File: config.mk
export PLATFORM = sky130hd
export DESIGN_NAME = cache_tag_dir
export DESIGN_NICKNAME = d
export VERILOG_FILES = /design/src/rtl/ctd_pkg.sv /design/src/rtl/ctd_sat_counter.sv /design/src/rtl/ctd_seen_bits.sv /design/src/rtl/ctd_frame_array.sv /design/src/rtl/cache_tag_dir.sv
export SDC_FILE = /design/constraint.sdc
export NUM_CORES = 1
export LEC_CHECK = 0
export ABC_AREA = 1
export CORE_MARGIN = 10
export CORE_UTILIZATION = 40
export DETAILED_ROUTE_END_ITERATION = 8
export GPL_ROUTABILITY_DRIVEN = 0
export GPL_TIMING_DRIVEN = 0
export PLACE_DENSITY = 0.54
export RECOVER_POWER = 100
export SETUP_SLACK_MARGIN = 0.15
export SLEW_MARGIN = 20
export SYNTH_ARGS = -nofsm -noshare
export SYNTH_HDL_FRONTEND = slang
export SYNTH_SLANG_ARGS = --single-unit
File: constraint.sdc
create_clock -name clk -period 12.65 [get_ports clk]
set_input_delay 3.1625 -clock clk [delete_from_list [all_inputs] [get_ports clk]]
set_output_delay 3.1625 -clock clk [all_outputs]
set_load 0.02 [all_outputs]
File: src/rtl/ctd_pkg.sv
package ctd_pkg;

  typedef enum logic [1:0] {
    KIND_NONE       = 2'd0,
    KIND_COMPULSORY = 2'd1,
    KIND_CAPACITY   = 2'd2,
    KIND_CONFLICT   = 2'd3
  } miss_kind_e;

endpackage

File: src/rtl/ctd_sat_counter.sv
module ctd_sat_counter #(
  parameter int WIDTH = 16
) (
  input  logic             clk,
  input  logic             rst_n,
  input  logic             clr,
  input  logic             inc,
  output logic [WIDTH-1:0] count
);

  logic [WIDTH-1:0] cnt_q, cnt_d;
  logic             cnt_en;

  always_comb begin
    cnt_en = clr | (inc & ~&cnt_q);
    cnt_d  = clr ? '0 : cnt_q + WIDTH'(1);
  end

  always_ff @(posedge clk or negedge rst_n) begin
    if (!rst_n)      cnt_q <= '0;
    else if (cnt_en) cnt_q <= cnt_d;
  end

  assign count = cnt_q;

endmodule

File: src/rtl/ctd_seen_bits.sv
module ctd_seen_bits #(
  parameter int ADDR_W = 6,
  localparam int DEPTH = 1 << ADDR_W
) (
  input  logic              clk,
  input  logic              rst_n,
  input  logic              mark,
  input  logic [ADDR_W-1:0] addr,
  output logic              seen
);

  logic [DEPTH-1:0] seen_q, seen_d;

  always_comb begin
    seen_d       = seen_q;
    seen_d[addr] = 1'b1;
  end

  always_ff @(posedge clk or negedge rst_n) begin
    if (!rst_n)    seen_q <= '0;
    else if (mark) seen_q <= seen_d;
  end

  assign seen = seen_q[addr];

endmodule

File: src/rtl/ctd_frame_array.sv
module ctd_frame_array #(
  parameter int NUM_FRAMES = 8,
  parameter int ADDR_W     = 6,
  localparam int IDX_W     = $clog2(NUM_FRAMES)
) (
  input  logic              clk,
  input  logic              rst_n,
  input  logic              clr,
  input  logic              acc,
  input  logic [ADDR_W-1:0] addr,
  input  logic              wr_dirty,
  input  logic [IDX_W-1:0]  set_mask,
  input  logic [IDX_W-1:0]  ways_m1,
  output logic              hit,
  output logic              evict,
  output logic              evict_dirty,
  output logic [ADDR_W-1:0] evict_addr
);

  logic [NUM_FRAMES-1:0] vld_q, vld_d, dty_q, dty_d;
  logic [ADDR_W-1:0]     tag_q [NUM_FRAMES];
  logic [ADDR_W-1:0]     tag_d [NUM_FRAMES];
  logic [IDX_W-1:0]      age_q [NUM_FRAMES];
  logic [IDX_W-1:0]      age_d [NUM_FRAMES];

  logic [NUM_FRAMES-1:0] in_set, hit_vec, free_vec, oldest_vec;
  logic [IDX_W-1:0]      hit_idx, free_idx, oldest_idx, touch_idx, touch_age;
  logic                  any_free, upd_en;

  // frame f belongs to set (f & mask); an address to set (addr & mask)
  always_comb begin
    for (int f = 0; f < NUM_FRAMES; f++) begin
      in_set[f]     = ((IDX_W'(f) ^ addr[IDX_W-1:0]) & set_mask) == '0;
      hit_vec[f]    = vld_q[f] & in_set[f] & (tag_q[f] == addr);
      free_vec[f]   = ~vld_q[f] & in_set[f];
      oldest_vec[f] = vld_q[f] & in_set[f] & (age_q[f] == ways_m1);
    end
  end

  // lowest-numbered candidate wins
  always_comb begin
    hit_idx    = '0;
    free_idx   = '0;
    oldest_idx = '0;
    for (int f = NUM_FRAMES - 1; f >= 0; f--) begin
      if (hit_vec[f])    hit_idx    = IDX_W'(f);
      if (free_vec[f])   free_idx   = IDX_W'(f);
      if (oldest_vec[f]) oldest_idx = IDX_W'(f);
    end
  end

  always_comb begin
    hit         = |hit_vec;
    any_free    = |free_vec;
    evict       = ~hit & ~any_free;
    evict_dirty = dty_q[oldest_idx];
    evict_addr  = tag_q[oldest_idx];
    touch_idx   = hit ? hit_idx : (any_free ? free_idx : oldest_idx);
    // a fresh fill ranks behind every valid frame of its set
    touch_age   = (hit | ~any_free) ? age_q[touch_idx] : IDX_W'(NUM_FRAMES - 1);
  end

  always_comb begin
    vld_d  = vld_q;
    dty_d  = dty_q;
    tag_d  = tag_q;
    age_d  = age_q;
    upd_en = clr | acc;
    if (clr) begin
      vld_d = '0;
      dty_d = '0;
      for (int f = 0; f < NUM_FRAMES; f++) age_d[f] = '0;
    end else if (acc) begin
      for (int f = 0; f < NUM_FRAMES; f++) begin
        if (in_set[f] && vld_q[f] && (age_q[f] < touch_age))
          age_d[f] = age_q[f] + IDX_W'(1);
      end
      vld_d[touch_idx] = 1'b1;
      tag_d[touch_idx] = addr;
      age_d[touch_idx] = '0;
      dty_d[touch_idx] = hit ? (dty_q[touch_idx] | wr_dirty) : wr_dirty;
    end
  end

  always_ff @(posedge clk or negedge rst_n) begin
    if (!rst_n) begin
      vld_q <= '0;
      dty_q <= '0;
      for (int f = 0; f < NUM_FRAMES; f++) begin
        tag_q[f] <= '0;
        age_q[f] <= '0;
      end
    end else if (upd_en) begin
      vld_q <= vld_d;
      dty_q <= dty_d;
      for (int f = 0; f < NUM_FRAMES; f++) begin
        tag_q[f] <= tag_d[f];
        age_q[f] <= age_d[f];
      end
    end
  end

endmodule

File: src/rtl/cache_tag_dir.sv
module cache_tag_dir #(
  parameter int NUM_FRAMES = 8,
  parameter int ADDR_W     = 6,
  parameter int CNT_W      = 16,
  localparam int IDX_W     = $clog2(NUM_FRAMES),
  localparam int CFG_W     = $clog2(IDX_W + 1)
) (
  input  logic              clk,
  input  logic              rst_n,
  input  logic [CFG_W-1:0]  cfg_ways,
  input  logic              cfg_wb,
  input  logic              acc_valid,
  output logic              acc_ready,
  input  logic [ADDR_W-1:0] acc_addr,
  input  logic              acc_write,
  output logic              rsp_valid,
  output logic              rsp_hit,
  output logic [1:0]        rsp_kind,
  output logic              low_req,
  output logic [ADDR_W-1:0] low_req_addr,
  output logic              low_req_evict,
  output logic [CNT_W-1:0]  cnt_access,
  output logic [CNT_W-1:0]  cnt_hit
);
  import ctd_pkg::*;

  // reset: asserted asynchronously, released on the clock
  logic [1:0] rst_pipe_q;
  logic       core_rst_n;

  always_ff @(posedge clk or negedge rst_n) begin
    if (!rst_n) rst_pipe_q <= '0;
    else        rst_pipe_q <= {rst_pipe_q[0], 1'b1};
  end
  assign core_rst_n = rst_pipe_q[1];

  // configuration tracking
  logic [CFG_W:0] cfg_q, cfg_now;
  logic           cfg_chg, hs;

  assign cfg_now = {cfg_ways, cfg_wb};
  assign cfg_chg = cfg_now != cfg_q;

  always_ff @(posedge clk or negedge core_rst_n) begin
    if (!core_rst_n)  cfg_q <= '0;
    else if (cfg_chg) cfg_q <= cfg_now;
  end

  assign acc_ready = core_rst_n & ~cfg_chg;
  assign hs        = acc_valid & acc_ready;

  logic [IDX_W-1:0] set_mask, ways_m1;
  always_comb begin
    set_mask = IDX_W'((NUM_FRAMES >> cfg_ways) - 1);
    ways_m1  = IDX_W'((1 << cfg_ways) - 1);
  end

  // main directory
  logic              m_hit, m_evict, m_evict_dirty;
  logic [ADDR_W-1:0] m_evict_addr;

  ctd_frame_array #(.NUM_FRAMES(NUM_FRAMES), .ADDR_W(ADDR_W)) u_main (
    .clk         (clk),
    .rst_n       (core_rst_n),
    .clr         (cfg_chg),
    .acc         (hs),
    .addr        (acc_addr),
    .wr_dirty    (acc_write & cfg_wb),
    .set_mask    (set_mask),
    .ways_m1     (ways_m1),
    .hit         (m_hit),
    .evict       (m_evict),
    .evict_dirty (m_evict_dirty),
    .evict_addr  (m_evict_addr)
  );

  // shadow fully associative directory for miss classification
  logic              sh_hit, sh_unused_evict, sh_unused_dirty;
  logic [ADDR_W-1:0] sh_unused_addr;

  ctd_frame_array #(.NUM_FRAMES(NUM_FRAMES), .ADDR_W(ADDR_W)) u_shadow (
    .clk         (clk),
    .rst_n       (core_rst_n),
    .clr         (cfg_chg),
    .acc         (hs),
    .addr        (acc_addr),
    .wr_dirty    (1'b0),
    .set_mask    ('0),
    .ways_m1     (IDX_W'(NUM_FRAMES - 1)),
    .hit         (sh_hit),
    .evict       (sh_unused_evict),
    .evict_dirty (sh_unused_dirty),
    .evict_addr  (sh_unused_addr)
  );

  logic seen;
  ctd_seen_bits #(.ADDR_W(ADDR_W)) u_seen (
    .clk   (clk),
    .rst_n (core_rst_n),
    .mark  (hs),
    .addr  (acc_addr),
    .seen  (seen)
  );

  ctd_sat_counter #(.WIDTH(CNT_W)) u_cnt_acc (
    .clk (clk), .rst_n (core_rst_n), .clr (cfg_chg), .inc (hs), .count (cnt_access)
  );

  ctd_sat_counter #(.WIDTH(CNT_W)) u_cnt_hit (
    .clk (clk), .rst_n (core_rst_n), .clr (cfg_chg), .inc (hs & m_hit), .count (cnt_hit)
  );

  // response next-state
  miss_kind_e        kind_d;
  logic              req_d;
  logic [ADDR_W-1:0] req_addr_d;

  always_comb begin
    if (m_hit)        kind_d = KIND_NONE;
    else if (!seen)   kind_d = KIND_COMPULSORY;
    else if (!sh_hit) kind_d = KIND_CAPACITY;
    else              kind_d = KIND_CONFLICT;
    if (cfg_wb) begin
      req_d      = m_evict & m_evict_dirty;
      req_addr_d = m_evict_addr;
    end else begin
      req_d      = acc_write;
      req_addr_d = acc_addr;
    end
  end

  always_ff @(posedge clk or negedge core_rst_n) begin
    if (!core_rst_n) begin
      rsp_valid <= 1'b0;
      low_req   <= 1'b0;
    end else begin
      rsp_valid <= hs;
      low_req   <= hs & req_d;
    end
  end

  always_ff @(posedge clk or negedge core_rst_n) begin
    if (!core_rst_n) begin
      rsp_hit       <= 1'b0;
      rsp_kind      <= KIND_NONE;
      low_req_addr  <= '0;
      low_req_evict <= 1'b0;
    end else if (hs) begin
      rsp_hit       <= m_hit;
      rsp_kind      <= kind_d;
      low_req_addr  <= req_addr_d;
      low_req_evict <= cfg_wb;
    end
  end

endmodule

==> summary.md <==
| Metric | Value |
|---|---|
| Worst path required time | `between 10000 and 15000 ps` |
| Outcome | `finished, violations left` |
| Fraction of the mapped netlist area in adder cells | `3.076%` |
| Critical R2R Launch | `rst_pipe_q[1]$_DFF_PN0_` |
| Count of cells along the worst hold path | `0` |
| Hold Path Origin | `rst_pipe_q[0]$_DFF_PN0_` |
| Clock sinks | `~280` |
| Leakage component of the power | `between 9 and 10 nW` |
| Number of resized instances in the post-cts repair step | `0` |
| Number of enable-type register cells in the synthesized netlist | `0` |
| Synth Cell Area | `roughly 0.017 mm2` |
| CTS tree | `done` |
| Worst clock skew | `between 15 and 20 ps` |
| Hold buffer count at CTS | `0` |
| Pins Over Slew Limit | `~240` |
| Count of maximum capacitance violations | `5` |
| Compound-cell area share of the yosys netlist | `about 15%` |
| Worst-margin pin slew | `roughly 3000 ps` |
| Final routed wirelength across all metal layers | `about 57000 um` |
| Terminus of the critical flop-to-flop path | `u_cnt_acc.count[14]$_DFFE_PN0P_` |
| Clock slew seen by the registers of the worst setup and hold paths | `approximately 60 ps` |
| Register-to-register setup slack | `roughly 5000 ps` |
| Post-Route Setup TNS | `0 ps` |
| Area fraction in and, or, nand and nor cells after synthesis | `28.73%` |
| Maximum buffer depth of the clock tree | `3` |
| Die Width | `226.7 um` |
| Signed area change from the synthesized netlist to the final layout | `14.67%` |
| HPWL Detailed | `41390 um` |
| Count of final hold-check violations | `0` |
| Count of cell types in the netlist | `53` |
| Vias/cell | `about 5.4` |
| Unrepaired setup endpoints after global routing | `false` |
| Mean cell area of the mapped netlist | `roughly 7.3 um2` |
| Antenna Violating Nets Remaining | `0` |
| Remaining DRCs | `0` |
| Ant. Diodes | `0` |
| Fraction of synthesized area in multiplexers | `0%` |
| Hold Path Class | `reg -> reg` |
| Fmax achieved | `between 100 and 150 MHz` |
| Arrival time at the worst endpoint | `between 10000 and 15000 ps` |
| Number of warning messages in the yosys log | `0` |
| Fraction of final layout cells sized beyond drive strength 1 | `under 10%` |
| Worst setup path category | `in -> reg` |
| Violation count after the first detailed-routing iteration | `about 1300` |
| Total CTS buffers | `36` |
| Fin crit share | `about 77%` |
| XOR/XNOR Fraction of Synth Area | `approximately 2.4%` |
| Max H-tree Level | `2` |
| Async set-or-reset flop fraction in the synthesized netlist | `between 90% and 100%` |
| Number of ports placed on the die boundary | `between 50 and 60` |
| Largest voltage drop on the vdd net | `0.09594 mV` |
| Max-slew headroom | `-100.2%` |
| Synthesized netlist net count | `2400` |
| Reg2reg path depth | `15` |
| Worst Setup Start Kind | `input pin` |
| Area enclosed by the die boundary | `~0.051 mm2` |
| Final layout net count | `2498` |
| Fill cells | `around 4300` |
| Count of endpoints failing setup in the final report | `0` |
| Count of buffers inserted at the top-level ports | `53` |
| Number of instances in the synthesized netlist | `between 2000 and 2500` |
| Routed wirelength normalized by instance count | `18.91 um` |
| Clock tree root driver cell | `clkbuf_16` |
| #FFs+latches synth | `roughly 280` |
| Chip Height | `~230 um` |
| Post-route worst hold slack | `roughly 350 ps` |
| Overall track demand over capacity in global routing | `~22%` |
| Rows | `75` |
| Sequential element share of the synthesized area | `41.16%` |
| CP max FO | `10` |
| Min Tclk post-route | `a little under 10000 ps` |
| Number of global-route vias before repair | `15406` |
| Prevailing post-synth register cell | `dfrtp_1` |
| Failing checks | `max-capacitance violations, max-slew violations` |
| Number of antenna violations at the first check in global routing | `0` |
| Wire length of the first global-routing pass | `approximately 90000 um` |
| Count of TritonRoute iterations in the first routing pass | `6` |
| Starting Density | `around two fifths` |
| Total power per unit cell area | `126.0 mW/mm2` |
| Overflow left after global routing | `0` |
| Endpoint with the worst hold slack | `rst_pipe_q[1]$_DFF_PN0_` |
| Number of buffers added for setup after CTS | `0` |
| Count of vias placed by the detailed router | `~16000` |
| Pin count of the biggest net entering global routing | `56` |
| Combinational family with the most area after synthesis | `simple AND/OR/NAND/NOR gates` |
| Clk Latency, worst-skew pair | `about 550 ps` |
| Total core area | `0.04213 mm2` |
| Critical Path End Type | `register` |
-- Yosys cell counts (5+ instances only) --
library cell / number / area (um2)
nand2_1: 651 / 2444
inv_1: 290 / 1089
dfrtp_1: 281 / 7032
o21ai_0: 178 / 890.9
nand3_1: 173 / 865.8
nor2_1: 167 / 626.9
a21oi_1: 73 / 365.4
o21bai_1: 53 / 397.9
o22ai_1: 49 / 306.5
clkbuf_1: 48 / 180.2
nand4_1: 48 / 300.3
ha_1: 42 / 525.5
nand2_2: 25 / 156.4
nor3_1: 25 / 125.1
o21ai_1: 25 / 125.1
inv_2: 24 / 90.09
xnor2_1: 24 / 210.2
xor2_1: 22 / 192.7
buf_2: 17 / 85.08
o211ai_1: 17 / 127.6
a211oi_1: 14 / 105.1
nor2_2: 12 / 75.07
o221ai_1: 8 / 70.07
buf_4: 7 / 52.55
nor2_4: 7 / 78.83
a2bb2oi_1: 6 / 52.55
buf_6: 6 / 67.56
a221oi_1: 5 / 43.79
nand3_2: 5 / 50.05
o41ai_1: 5 / 43.79
-- sequential cells by signal, indices dropped and copies added, names as in the netlist, 16 cells and up --
| register | count |
|---|---|
| u_main.tag_q | 48 |
| u_shadow.tag_q | 48 |
| u_shadow.age_q | 24 |
| u_cnt_hit.count | 16 |
| u_seen.seen_q | 64 |
| u_cnt_acc.count | 16 |
| u_main.age_q | 24 |
-- kinds of logic (layout without fill, tap and decap cells) --
kind of cell             after synthesis  in the layout
buffers and inverters                396            518
XOR/XNOR                              46             46
AO/OA/AOI/OAI                        446            446
flip-flops                           281            281
adder cells (fa/ha/maj)               42             42
other                                  1              1
AND/OR/NAND/NOR                     1133           1133
-- critical path, cell delays in order --
cell and delay, ps:
dlygate4sd3_1 700, inv_1 460, clkbuf_1 620, clkbuf_1 560, nand2_1 130, nand3_1 110, nor2_1 90, nor3_1 420
nand2_1 200, nor2_1 130, nor2_1 90, nand2_1 230, inv_1 180, nand2_1 200, o21ai_0 120, a21oi_1 150
nand4_1 130, a211oi_1 1090, ha_1 430, a211oi_1 600, nand3_1 150, nand3_1 110, o21ai_0 90
-- metal layers --
metal	global-route usage [%]	vias to the layer above	wire length, um
li1	-	7892	-
met1	30.82	7715	26260
met2	34.92	476	25360
met3	3.385	88	3568
met4	7.726	0	1653
met5	0	-	0
-- through the flow --
step | total power, mW | setup WS [ps] | util [%] | instances | cell area, um2
floorplan | 1.226 | 2451 | - | 2345 | 17090
global placement | 1.350 | -767.5 | 43.41 | 2937 | 18290
detailed placement | 1.359 | 4118 | 43.81 | 2944 | 18460
CTS | 2.505 | 4412 | 46.87 | 3006 | 19750
global route | 2.581 | 2096 | 46.50 | 3006 | 19590
finish | 2.469 | 2871 | 46.50 | 3006 | 19590
-- cell type report --
cell class,instances,area [um2],area share [%]
plain buffers,79,375.4,1.916
clock buffers,44,992.2,5.065
clock inverters,18,294.0,1.501
inverters,317,1190,6.074
multi-input cells,1668,8448,43.12
flip-flops and latches,281,7036,35.91
well taps,539,674.4,3.442
repair buffers,60,581.8,2.970
-- power by group --
group | switching, mW | internal, mW | leakage (nW) | total (mW)
logic | 0.231 | 0.110 | 5.47 | 0.341
registers | 0.0394 | 0.956 | 3.58 | 0.996
clock network | 0.413 | 0.719 | 0.641 | 1.13
-- cells in the final DEF, fill, tap and decap left out, types with 37 or more instances in the layout --
cell type	n
nand4_1	48
clkbuf_1	61
nand2_1	652
dfrtp_1	280
o22ai_1	49
ha_1	42
inv_1	292
nor2_1	169
nand3_1	173
o21ai_0	189
clkbuf_16	37
dlygate4sd3_1	48
a21oi_1	73
o21bai_1	53
-- how the worst max path moves through the flow --
stage	startpoint	to	slack (ps)	cells past startpoint
2_1_floorplan	rst_pipe_q[1]$_DFF_PN0_	acc_ready	2450	2
3_3_place_gp	rst_pipe_q[1]$_DFF_PN0_	acc_ready	-770	3
3_5_place_dp	acc_addr[1]	u_shadow.age_q[18]$_DFFE_PN0P_	4120	26
4_1_cts	cfg_wb	acc_ready	4410	6
5_1_grt	rst_pipe_q[1]$_DFF_PN0_	acc_ready	2100	6
6_report	acc_addr[1]	u_shadow.age_q[18]$_DFFE_PN0P_	2870	23
Power figures use the tool's default switching activity.
